==> config.mk <==
export PLATFORM = sky130hd
export DESIGN_NAME = dma_chan_ctl
export DESIGN_NICKNAME = d
export VERILOG_FILES = /design/src/rtl/dma_chan_pkg.sv /design/src/rtl/dma_req_sel.sv /design/src/rtl/dma_addr_step.sv /design/src/rtl/dma_chan_ctl.sv
export SDC_FILE = /design/constraint.sdc
export NUM_CORES = 1
export LEC_CHECK = 0
export ABC_AREA = 1
export BUFFER_PORTS_ARGS = -buffer_cell sky130_fd_sc_hd__buf_2
export CORE_MARGIN = 5
export CORE_UTILIZATION = 50
export CTS_BUF_LIST = sky130_fd_sc_hd__clkbuf_2
export DETAILED_ROUTE_END_ITERATION = 12
export GPL_ROUTABILITY_DRIVEN = 0
export PLACE_DENSITY_LB_ADDON = 0.08
export REMOVE_ABC_BUFFERS = 1
export SLEW_MARGIN = 20
export SYNTH_ARGS = -nofsm -noshare
export SYNTH_HDL_FRONTEND = slang
export SYNTH_SLANG_ARGS = --single-unit
==> constraint.sdc <==
create_clock -name clk -period 7.4 [get_ports clk]
set_input_delay 0.37 -clock clk [delete_from_list [all_inputs] [get_ports clk]]
set_output_delay 0.37 -clock clk [all_outputs]
set_load 0.02 [all_outputs]
==> src/rtl/dma_chan_pkg.sv <==
package dma_chan_pkg;

    localparam int CTL_W = 16;

    // control word bit positions
    localparam int B_WORD  = 0;
    localparam int B_START = 1;
    localparam int B_CHG   = 2;
    localparam int B_SPARE = 3;
    localparam int B_TMR   = 4;
    localparam int B_PRI   = 5;
    localparam int B_SYNC  = 6;
    localparam int B_INT   = 8;
    localparam int B_TC    = 9;
    localparam int B_INC   = 10;
    localparam int B_DEC   = 11;

    localparam logic [CTL_W-1:0] CTL_RST = 16'h00C0;

    typedef enum logic [1:0] {
        SYNC_FREE = 2'b00,
        SYNC_SRC  = 2'b01,
        SYNC_DST  = 2'b10,
        SYNC_RSVD = 2'b11
    } sync_e;

endpackage

==> src/rtl/dma_req_sel.sv <==
module dma_req_sel
    import dma_chan_pkg::*;
(
    input  sync_e mode,
    input  logic  tmr_en,
    input  logic  src_req,
    input  logic  dst_req,
    input  logic  tmr_req,
    output logic  req,
    output logic  free_run
);
    always_comb begin
        free_run = 1'b0;
        if (tmr_en) begin
            req = tmr_req;
        end else begin
            unique case (mode)
                SYNC_FREE: begin
                    req      = 1'b1;
                    free_run = 1'b1;
                end
                SYNC_SRC:  req = src_req;
                SYNC_DST:  req = dst_req;
                default:   req = 1'b0;
            endcase
        end
    end
endmodule

==> src/rtl/dma_addr_step.sv <==
module dma_addr_step #(
    parameter int ADDR_W = 20
) (
    input  logic [ADDR_W-1:0] addr,
    input  logic              inc,
    input  logic              dec,
    input  logic              word,
    output logic [ADDR_W-1:0] addr_nxt
);
    localparam logic [ADDR_W-1:0] STEP_B = ADDR_W'(1);
    localparam logic [ADDR_W-1:0] STEP_W = ADDR_W'(2);

    logic [ADDR_W-1:0] step;

    always_comb begin
        step = word ? STEP_W : STEP_B;
        if (inc && !dec)
            addr_nxt = addr + step;
        else if (dec && !inc)
            addr_nxt = addr - step;
        else
            addr_nxt = addr;
    end
endmodule

==> src/rtl/dma_chan_ctl.sv <==
module dma_chan_ctl
    import dma_chan_pkg::*;
#(
    parameter int ADDR_W = 20,
    parameter int CNT_W  = 16
) (
    input  logic                    clk,
    input  logic                    rst_n,
    input  logic                    wr_ctl,
    input  logic [CTL_W-1:0]        wr_data,
    output logic [CTL_W-1:0]        ctl_rd,
    input  logic                    wr_src,
    input  logic [ADDR_W-1:0]       src_wdata,
    input  logic                    wr_cnt,
    input  logic [CNT_W-1:0]        cnt_wdata,
    input  logic                    src_req,
    input  logic                    dst_req,
    input  logic                    tmr_req,
    output logic                    xfer_stb,
    output logic [ADDR_W-1:0]       src_addr,
    output logic                    word_xfer,
    output logic [CNT_W-1:0]        cnt_val,
    output logic                    done,
    output logic                    irq,
    output logic                    hi_pri
);
    localparam logic [CNT_W-1:0] CNT_ONE = CNT_W'(1);

    typedef struct packed {
        logic [CTL_W-1:0]  ctl;
        logic [ADDR_W-1:0] src;
        logic [CNT_W-1:0]  cnt;
        logic              done;
        logic              irq;
    } state_t;

    state_t s_d, s_q;

    logic              req_sel;
    logic              free_run;
    logic              xfer;
    logic              term;
    logic [ADDR_W-1:0] src_step;
    logic [CTL_W-1:0]  ctl_wr;

    dma_req_sel u_req (
        .mode     (sync_e'(s_q.ctl[B_SYNC+1:B_SYNC])),
        .tmr_en   (s_q.ctl[B_TMR]),
        .src_req  (src_req),
        .dst_req  (dst_req),
        .tmr_req  (tmr_req),
        .req      (req_sel),
        .free_run (free_run)
    );

    dma_addr_step #(.ADDR_W(ADDR_W)) u_step (
        .addr     (s_q.src),
        .inc      (s_q.ctl[B_INC]),
        .dec      (s_q.ctl[B_DEC]),
        .word     (s_q.ctl[B_WORD]),
        .addr_nxt (src_step)
    );

    always_comb begin
        xfer = s_q.ctl[B_START] && req_sel;
        term = xfer && (s_q.cnt == CNT_ONE) && (free_run || s_q.ctl[B_TC]);

        ctl_wr          = wr_data;
        ctl_wr[B_CHG]   = 1'b0;
        ctl_wr[B_START] = wr_data[B_CHG] ? wr_data[B_START] : s_q.ctl[B_START];

        s_d      = s_q;
        s_d.done = term;
        s_d.irq  = term && s_q.ctl[B_INT] && s_q.ctl[B_TC];

        if (wr_ctl)
            s_d.ctl = ctl_wr;
        else if (term)
            s_d.ctl[B_START] = 1'b0;

        if (wr_src)
            s_d.src = src_wdata;
        else if (xfer)
            s_d.src = src_step;

        if (wr_cnt)
            s_d.cnt = cnt_wdata;
        else if (xfer)
            s_d.cnt = s_q.cnt - CNT_ONE;
    end

    always_ff @(posedge clk) begin
        if (!rst_n) begin
            s_q.ctl  <= CTL_RST;
            s_q.src  <= '0;
            s_q.cnt  <= '0;
            s_q.done <= 1'b0;
            s_q.irq  <= 1'b0;
        end else begin
            s_q <= s_d;
        end
    end

    assign ctl_rd    = s_q.ctl;
    assign xfer_stb  = xfer;
    assign src_addr  = s_q.src;
    assign word_xfer = s_q.ctl[B_WORD];
    assign cnt_val   = s_q.cnt;
    assign done      = s_q.done;
    assign irq       = s_q.irq;
    assign hi_pri    = s_q.ctl[B_PRI];

endmodule

## Yosys cells after proc, flatten, opt, wreduce, memory -nomap -nowiden

Cells that the tools add are included.
Widths: inputs -> output; s select.

- Bits in registers: 53
- Latch bits: 0
- Memory bits (writable): 0
- Memory bits (read-only): 0
- Bits of input ports: 60
- Output and inout bits: 57
- Word-level logic and storage cells: 44
- Memories kept: 0

- Add/sub/neg operators: 3
- $mul: 0
- Divide/modulo/power cells: 0
- $lt $le $gt $ge: 0
- Equal/unequal tests: 4
- Shift-type cells: 0
- Multiplexer cells: 14
- Bitwise logic cells: 0
- Reduce and logical (&&, ||, !) cells: 17

Operators with widths:

| kind | count |
|---|---|
| $mux 20 | 4 |
| $mux 16 | 2 |
| $add 20x20->20 | 1 |
| $sub 20x20->20 | 1 |
| $eq 16x1->1 const B | 1 |
| $sub 16x1->16 const B | 1 |
| $logic_and 1x1->1 | 7 |
| $mux 1 | 6 |
| $reduce_bool 2->1 | 3 |
| $reduce_and 2->1 | 2 |
| $pmux 1 s3 | 1 |
| $reduce_bool 3->1 | 1 |
| $eq 2x1->1 const B | 1 |
| $eq 2x2->1 const B | 1 |
| $logic_not 1->1 | 2 |
| $logic_not 2->1 | 1 |
| $mux 2 | 1 |
| $ne 2x1->1 const B | 1 |
| $logic_or 1x1->1 | 1 |

## Depth between registers and ports, before layout

Gate-level depths: netlist of the first run.

- Depth in word-level cells: 8
- Gate-level depth with buffers: 16
- Depth with buffers taken out: 15

## Cells and area by module

A second synthesis of the first run with hierarchy kept.

- Cell total of the unflattened synthesis: 615
- Area total of the unflattened synthesis: 3746.1 um^2

Modules (own cells, without submodules):

| module | instances | cells an instance | area an instance (um^2) | seq. area each (um^2) |
|---|---|---|---|---|
| dma_chan_ctl | 1 | 391 | 2627.5 | 1061.0 |
| dma_addr_step | 1 | 214 | 1073.5 | 0.0 |
| dma_req_sel | 1 | 10 | 45.0 | 0.0 |

## Worst setup path before layout of the first run

OpenSTA, ideal clock, no wires.

- Path type: flip-flop to flip-flop
- Start point: reg s_q (netlist bit ctl_rd[10])
- End point: reg s_q (netlist bit src_addr[10])
- Library setup time: 132 ps
- Arrival: 2272 ps
- Required time: 7268 ps
- Setup slack: 4996 ps
- Stages on the path, launching flop included: 15
- Buffers on the path: 1
- Period minus slack after synthesis: 2404 ps
- Cell sequence: dfxtp_1 -> inv_2 -> or2_1 -> buf_6 -> or2_2 -> fa_1 -> nand3_1 -> nand2_1 -> nand2_1 -> nand2_1 -> nand2_1 -> nand2_1 -> or2_2 -> nand3_1 -> a21oi_1

- Longest elaborated chain between the ends: 4
- Elaborated cells on any way between the ends: 8
- Those cells by class: 3 x mux; 5 x reduce/logical

RTL lines:

| what | line | source |
|---|---|---|
| start, declared | dma_chan_ctl.sv:37 | `state_t s_d, s_q;` |
| $logic_and 1x1->1 or $logic_not 1->1 (tied branches) | dma_addr_step.sv:17, dma_addr_step.sv:19 |  |
| $mux 20 or $logic_and 1x1->1 (tied branches) | dma_addr_step.sv:17, dma_addr_step.sv:19 |  |
| $mux 20 or $reduce_bool 3->1 (tied branches) | n/a |  |
| $mux 20 or $reduce_and 2->1 (tied branches) | n/a |  |

Several ways; a longest one is shown, not always the timed one. The select of a mux whose other input is x is not followed.
A chain may end at the register's enable or synchronous reset.

## Worst setup path in the final report of the first run

Same ends and word-level chain as after synthesis.

==> metrics.log, run 1 <==
[metrics] area of the core: roughly 7300 um2
[metrics] H-Tree Level Count: 2
[metrics] flip-flop and latch count after synthesis: 53
[metrics] summed negative setup slack over all endpoints: 0 ps
[metrics] CTS root buf: sky130_fd_sc_hd__clkbuf_2
[metrics] synthesized area: about 3800 um2
[metrics] Die X-Extent: slightly below 100 um
[metrics] sort of element at the start of the critical path: register
[metrics] overall die area: ~9300 um2
[metrics] HPWL reported at the end of detailed placement: ~7700 um
[metrics] Pre-Repair DR Iteration Count: 5
[metrics] most frequent standard cell in the layout excluding fill and tap cells: sky130_fd_sc_hd__nand2_1
[metrics] Slew Limit Fails: 0
[metrics] number of antenna cells inserted: 0
[metrics] post-DR wirelength/cell: roughly 13 um
[metrics] worst slack at placement: between 4000 and 5000 ps
[metrics] clock tree from TritonCTS: built
[metrics] total area of sequential cells: between 1000 and 1500 um2
[metrics] RSZ-0062 raised after global routing: false
[metrics] via-per-instance ratio: around 5.1
[metrics] fraction of layout cells with a size suffix above 1: 0.212
[metrics] Post-synth EDFFs: 0
[metrics] number of buffers created by CTS: 5
[metrics] GRT Resource Usage Total: 0.209
[metrics] site row count: 31
[metrics] Finished Cell Area: roughly 4400 um2
[metrics] Net Sw Frac: 0.396
[metrics] Clk network pwr share: 0.194
[metrics] Hold Fails Final Rpt: 0
[metrics] global-route wire length before repair: about 17,000 um
[metrics] number of remaining DRC errors: 0
[metrics] residual antenna-violating net count after detailed routing: 0
[metrics] share of the yosys chip area belonging to registers: 0.283
[metrics] maximum fanout count along the critical path: 20
[metrics] total net switching power: around 0.32 mW
[metrics] internal power consumption: ~0.48 mW
[metrics] class of the tightest hold or removal check: in2reg
[metrics] fraction of power consumed by combinational cells: 0.398
[metrics] number of buffers inserted for hold repair after clock tree synthesis: 0
[metrics] CTS sink cnt: 53
[metrics] number of setup buffers added after CTS: 0
[metrics] number of filler cells placed in the layout: around 790
[metrics] Initial Util: 0.515
[metrics] num ports: between 100 and 150
[metrics] Setup Skew: 25.0 ps
[metrics] via count of the first global-routing pass: roughly 3,900
[metrics] clk slew on worst S/H paths: between 200 and 300 ps
[metrics] worst vdd ir: 0.0938 mV
[metrics] initial antenna violation count: 0
[metrics] Worst Max-Slew Pin Slew: ~1000 ps
[metrics] relative slew slack: 0.325
[metrics] Final Total Pwr: 0.797 mW
[metrics] quantity of I/O buffers inserted on ports: ~120
[metrics] Crit. End Element: register
[metrics] Starting DRT DRC Count: roughly 160
[metrics] post-CTS sizing: 0
[metrics] data arrival time at the worst-slack endpoint: 3280 ps
[metrics] area growth from synthesis to final layout: 16.6%
[metrics] fraction of registers with async set or reset after synthesis: 0
[metrics] final critical-path share of the clock period: 0.402
[metrics] count of different cell masters after synthesis: 47
[metrics] Die Span Y: around 97 um
[metrics] max_cap viols: 0
[metrics] per-instance average area after synthesis: 6.51 um2
[metrics] Post-DP Area: between 4000 and 5000 um2
[metrics] multi-input gate area in the final layout: about 2300 um2
[metrics] maximum number of pins on one net before global-route repair: 30
[metrics] instance count of the mapped netlist: a little under 600
[metrics] NumNets Final: roughly 760
[metrics] Reg power frac: 0.408
[metrics] number of warning messages in the yosys log: 0
[metrics] achievable frequency: ~340 MHz
[metrics] Routed Wire Length: 10,000 um
[metrics] outcome: completed
[metrics] worst hold margin: roughly 110 ps
[metrics] top_reg_cell synth: sky130_fd_sc_hd__dfxtp_1
[metrics] required time at the endpoint of the critical path: just under 8000 ps
[metrics] critical setup path kind: reg2reg
[metrics] least setup slack across all paths after layout: 4420 ps
[metrics] vias post-DR: slightly below 4,000
[metrics] PwrDens: 182 nW/um2
[metrics] most used cells in the layout excluding fill and tap cells: sky130_fd_sc_hd__nand2_1 (151), sky130_fd_sc_hd__buf_2 (115), sky130_fd_sc_hd__nor2_1 (71)
[metrics] sum of overflow across all layers after global routing: 0
[metrics] clk_lat worst skew: 450 ps
[metrics] shortest period the worst path allows: between 2000 and 3000 ps
[metrics] static leakage power: about 2.4 nW
[metrics] Finish-stage setup viols: 0
[metrics] Max Root-Sink Buffers: 2
## layer usage
metal	GRT usage	routed length (um)
met5	0	0
met4	0.0540	150
met3	0.0403	595
met2	0.386	4990
met1	0.245	4280
## logic make-up (layout without fill, tap and decap cells)
kind of cell | after synthesis | in the layout | synth area share
and+or+nand+nor | 285 | 285 | 0.324
AOI/OAI and AO/OA | 110 | 110 | 0.169
buffers and inverters | 89 | 190 | 0.108
DFF | 53 | 53 | 0.283
adders and majority gates | 22 | 22 | 0.0753
xor gates and xnor gates | 17 | 17 | 0.0397
other | 1 | 1 | 0.000999
## sequential cells by signal, indices dropped and copies added (netlist names)
| register | count |
|---|---|
| src_addr | 20 |
| cnt_val | 16 |
| irq | 1 |
| done | 1 |
| ctl_rd | 15 |
## Yosys cell counts, types with 3 or more instances
cell                       count  area [um2]
sky130_fd_sc_hd__inv_1        63         236
sky130_fd_sc_hd__xor2_1       12         105
sky130_fd_sc_hd__nor2_1       71         267
sky130_fd_sc_hd__xnor2_1       5        43.8
sky130_fd_sc_hd__ha_1         21         263
sky130_fd_sc_hd__o21bai_1      5        37.5
sky130_fd_sc_hd__a31oi_1       6        37.5
sky130_fd_sc_hd__nor3_1        3        15.0
sky130_fd_sc_hd__nand2_4       3        33.8
sky130_fd_sc_hd__a21oi_2       3        26.3
sky130_fd_sc_hd__a21o_1        3        22.5
sky130_fd_sc_hd__clkbuf_1      8        30.0
sky130_fd_sc_hd__nor2_2        4        25.0
sky130_fd_sc_hd__buf_2         3        15.0
sky130_fd_sc_hd__buf_4         7        52.6
sky130_fd_sc_hd__o21ai_0      27         135
sky130_fd_sc_hd__nand4_1       6        37.5
sky130_fd_sc_hd__nand3_1      34         170
sky130_fd_sc_hd__nand2_1     151         567
sky130_fd_sc_hd__or2_2         4        25.0
sky130_fd_sc_hd__dfxtp_1      53        1060
sky130_fd_sc_hd__o211ai_1      7        52.6
sky130_fd_sc_hd__a21oi_1      49         245
## final cells by class
type / count / share of cell area
inverter: 67 / 0.0597
multi-input combinational: 435 / 0.522
clock inverter: 3 / 0.0100
clock buffer: 5 / 0.00572
timing repair buffer: 115 / 0.132
tap: 99 / 0.0283
sequential: 53 / 0.242
## power groups by stage
| stage | clock [mW] | sequential (mW) | combinational, mW |
|---|---|---|---|
| after floorplan | 0 | 0.353 | 0.203 |
| after global placement | 0 | 0.329 | 0.310 |
| after detailed placement | 0 | 0.330 | 0.315 |
| after CTS | 0.163 | 0.325 | 0.317 |
| after global routing | 0.172 | 0.328 | 0.361 |
| final | 0.155 | 0.325 | 0.318 |
## worst max-delay path: stages, from the launching register on
cell,delay [ps]
sky130_fd_sc_hd__dfxtp_1,400
sky130_fd_sc_hd__inv_2,40
sky130_fd_sc_hd__or2_1,520
sky130_fd_sc_hd__or2_2,460
sky130_fd_sc_hd__fa_1,430
sky130_fd_sc_hd__nand3_1,100
sky130_fd_sc_hd__nand2_1,100
sky130_fd_sc_hd__nand2_1,80
sky130_fd_sc_hd__nand2_1,70
sky130_fd_sc_hd__nand2_1,90
sky130_fd_sc_hd__nand2_1,110
sky130_fd_sc_hd__or2_2,290
sky130_fd_sc_hd__nand3_1,70
sky130_fd_sc_hd__a21oi_1,70
## worst paths after layout
path,from,slack [ps],cells past startpoint,endpoint
hold / removal,wr_data[7],110,3,ctl_rd[7]$_SDFFE_PN1P_
setup / recovery,ctl_rd[10]$_SDFFE_PN0P_,4420,13,src_addr[10]$_SDFFE_PN0P_
setup reg to reg,ctl_rd[10]$_SDFFE_PN0P_,4420,13,src_addr[10]$_SDFFE_PN0P_
hold reg to reg,ctl_rd[8]$_SDFFE_PN0P_,490,2,irq$_SDFF_PN0_
## stage by stage
stage / std cells / utilization
floorplan: 555 / -
global placement: 769 / 0.591
detailed placement: 769 / 0.591
CTS: 777 / 0.600
global route: 777 / 0.600
finish: 777 / 0.600
No activity file was read; power rests on OpenSTA's default activity.
==> inputs of run 2 (changes only) <==
--- a/config.mk
+++ b/config.mk
@@ -8,7 +8,7 @@
 export ABC_AREA = 1
 export BUFFER_PORTS_ARGS = -buffer_cell sky130_fd_sc_hd__buf_2
 export CORE_MARGIN = 5
-export CORE_UTILIZATION = 50
+export CORE_UTILIZATION = 48
 export CTS_BUF_LIST = sky130_fd_sc_hd__clkbuf_2
 export DETAILED_ROUTE_END_ITERATION = 12
 export GPL_ROUTABILITY_DRIVEN = 0
==> constraint.sdc (replaced) <==
create_clock -name clk -period 2.6 [get_ports clk]
set_input_delay 0.13 -clock clk [delete_from_list [all_inputs] [get_ports clk]]
set_output_delay 0.13 -clock clk [all_outputs]
set_load 0.02 [all_outputs]
==> metrics.log, run 2 (synthesis gave the netlist of run 1 again) <==
[metrics] reg-to-reg critical path endpoint: src_addr[11]$_SDFFE_PN0P_
[metrics] site row count: 32 (+3.2%)
[metrics] flip-flop count of the largest register, all copies and words added: 20 (unchanged)
[metrics] achievable frequency: 422 MHz (+26%)
[metrics] HPWL reported at the end of detailed placement: 7660 um (-0.67%)
[metrics] Pre-Repair DR Iteration Count: 4 (-1)
[metrics] Worst Max-Slew Pin Slew: 764 ps (-247 ps)
[metrics] post-DR wirelength/cell: 13.1 um (+1.8%)
[metrics] Slew Limit Fails: 0 (unchanged)
[metrics] Routed Wire Length: 11,000 um (+9.4%)
[metrics] Die Span Y: 98.4 um (+1.8%)
[metrics] final critical-path share of the clock period: 0.912 (+0.509)
[metrics] standard cell with the maximum stage delay on the critical path: sky130_fd_sc_hd__dfxtp_2
[metrics] Critical R2R Launch: ctl_rd[10]$_SDFFE_PN0P_
[metrics] maximum number of pins on one net before global-route repair: 30 (unchanged)
[metrics] Hold Path Origin: wr_cnt
[metrics] cell-by-cell trace of the critical path: inv_2 -> or2_1 -> buf_4 -> ha_1 -> a21oi_1 -> nand2_1 -> nand2_1 -> nand2_1 -> a21oi_1 -> or2_2 -> nand3_1 -> a21oi_1
[metrics] number of setup buffers added after CTS: 0 (unchanged)
[metrics] summed negative setup slack over all endpoints: 0 ps (unchanged)
[metrics] relative slew slack: 0.488 (+0.163)
[metrics] Max Root-Sink Buffers: 2 (unchanged)
[metrics] path depth of the worst reg2reg path: 12 (-1)
[metrics] vias post-DR: 4,138 (+4.6%)
[metrics] residual antenna-violating net count after detailed routing: 0 (unchanged)
[metrics] max_cap viols: 0 (unchanged)
[metrics] sort of element at the start of the critical path: register
[metrics] clock tree from TritonCTS: built
[metrics] shortest period the worst path allows: 2370 ps (-607 ps)
[metrics] least setup slack across all paths after layout: 230 ps (-4190 ps)
[metrics] Die X-Extent: 98.4 um (+1.8%)
[metrics] global-route wire length before repair: 18,500 um (+8.5%)
[metrics] overall die area: 9690 um2 (+3.7%)
[metrics] worst slack at placement: 165 ps (-4300 ps)
[metrics] number of buffers created by CTS: 5 (unchanged)
[metrics] worst vdd ir: 0.282 mV (+200%)
[metrics] initial antenna violation count: 0 (unchanged)
[metrics] num ports: 117 (unchanged)
[metrics] Finish-stage setup viols: 0 (unchanged)
[metrics] worst hold path depth: 3 (unchanged)
[metrics] GRT Resource Usage Total: 0.226 (+0.0169)
[metrics] Crit. End Element: register
[metrics] capture endpoint of the worst hold path: cnt_val[8]$_SDFFE_PN0P_
[metrics] Starting DRT DRC Count: 144 (-11%)
[metrics] data arrival time at the worst-slack endpoint: 2770 ps (-510 ps)
[metrics] R2R setup slack: 230 ps (-4190 ps)
[metrics] required time at the endpoint of the critical path: 3000 ps (-4710 ps)
[metrics] clk_lat worst skew: 460 ps (about the same)
[metrics] Initial Util: 0.488 (-0.0265)
[metrics] clk slew on worst S/H paths: 300 ps (about the same)
[metrics] peak per-stage delay on the critical path: 400 ps (-120 ps)
[metrics] fraction of layout cells with a size suffix above 1: 0.205 (-0.00775)
[metrics] static leakage power: 2.60 nW (+9.4%)
[metrics] PwrDens: 480 nW/um2 (+160%)
[metrics] maximum fanout count along the critical path: 19 (-5.0%)
[metrics] quantity of I/O buffers inserted on ports: 115 (unchanged)
[metrics] class of the tightest hold or removal check: in2reg
[metrics] CTS sink cnt: 53 (unchanged)
[metrics] Setup Skew: 16.0 ps (-9.03 ps)
[metrics] most frequent standard cell in the layout excluding fill and tap cells: sky130_fd_sc_hd__nand2_1
[metrics] outcome: completed
[metrics] H-Tree Level Count: 2 (unchanged)
[metrics] number of remaining DRC errors: 0 (unchanged)
[metrics] CTS root buf: sky130_fd_sc_hd__clkbuf_2
[metrics] area of the core: 7690 um2 (+5.4%)
[metrics] via-per-instance ratio: 4.96 (-2.7%)
[metrics] RSZ-0062 raised after global routing: false
[metrics] area growth from synthesis to final layout: 31.8%
[metrics] critical setup path kind: reg2reg
[metrics] Hold Fails Final Rpt: 0 (unchanged)
[metrics] via count of the first global-routing pass: 4,111 (+5.3%)
[metrics] most used cells in the layout excluding fill and tap cells: sky130_fd_sc_hd__nand2_1 (151), sky130_fd_sc_hd__buf_2 (115), sky130_fd_sc_hd__nor2_1 (71)
[metrics] number of antenna cells inserted: 0 (unchanged)
[metrics] NumNets Final: 814 (+7.2%)
[metrics] sum of overflow across all layers after global routing: 0 (unchanged)
[run 2: changes by cell type in the layout (fill, tap and decap cells not counted), sizes merged]
cell,before,now
buf,115,116
clkinvlp,0,1
dlygate4sd3,0,54
inv,67,66
[run 2: critical path, delay by kind of cell, from the launching register on]
family / cells / cell delay (ps)
AOI/OAI and AO/OA: 3 / 660
adders and majority gates: 1 / 360
DFF: 1 / 400
buffers and inverters: 2 / 260
and+or+nand+nor: 6 / 630
[run 2: what timing repair did]
item	CTS	global route
hold endpoints to repair	49	0
resized for setup	0	5
hold buffers	54	0
endpoints found under the setup margin	0	6
[run 2: area by class of cell]
class	count	area, um2
clock buffer	5	25.0
inverter	67	265
multi-input combinational	435	2290
fill	746	2740
timing repair buffer	170	1120
sequential	53	1060
clock inverter	3	50.0
tap	102	128
[run 2: how the worst max path moves through the flow]
stage	startpoint	endpoint	slack (ps)	cells after the start
floorplan	ctl_rd[10]$_SDFFE_PN0P_	src_addr[10]$_SDFFE_PN0P_	-120	13
global placement	ctl_rd[10]$_SDFFE_PN0P_	src_addr[10]$_SDFFE_PN0P_	220	13
detailed placement	ctl_rd[10]$_SDFFE_PN0P_	src_addr[10]$_SDFFE_PN0P_	160	13
CTS	ctl_rd[10]$_SDFFE_PN0P_	src_addr[10]$_SDFFE_PN0P_	130	13
global route	ctl_rd[11]$_SDFFE_PN0P_	src_addr[18]$_SDFFE_PN0P_	8	14
finish	ctl_rd[10]$_SDFFE_PN0P_	src_addr[11]$_SDFFE_PN0P_	230	12
[run 2: metal layers]
| layer | wire (um) | global-route usage | up-vias | part of all wire |
|---|---|---|---|---|
| met2 | 5530 | 0.413 | 102 | 0.50 |
| met5 | 0 | 0 | - | 0 |
| met3 | 472 | 0.0347 | 19 | 0.043 |
| met1 | 4740 | 0.273 | 1844 | 0.43 |
| li1 | - | - | 2173 | - |
| met4 | 218 | 0.0630 | 0 | 0.020 |
[run 2: report_power, final]
part	leakage (nW)	switching, mW	internal, mW
combinational	2.11	0.589	0.388
sequential	0.439	0.0527	0.874
clock	0.0451	0.298	0.172
total	2.60	0.939	1.43
[run 2: stage by stage]
stage / cell area [um2] / utilization / total power, mW / cells / hold slack, ps
floorplan: 3610 / - / 1.58 / 555 / 228
global placement: 4320 / 0.562 / 1.83 / 773 / 348
detailed placement: 4320 / 0.562 / 1.84 / 773 / 349
CTS: 4930 / 0.642 / 2.38 / 835 / 6.43
global route: 4950 / 0.644 / 2.56 / 835 / 9.87
finish: 4950 / 0.644 / 2.37 / 835 / 47.4
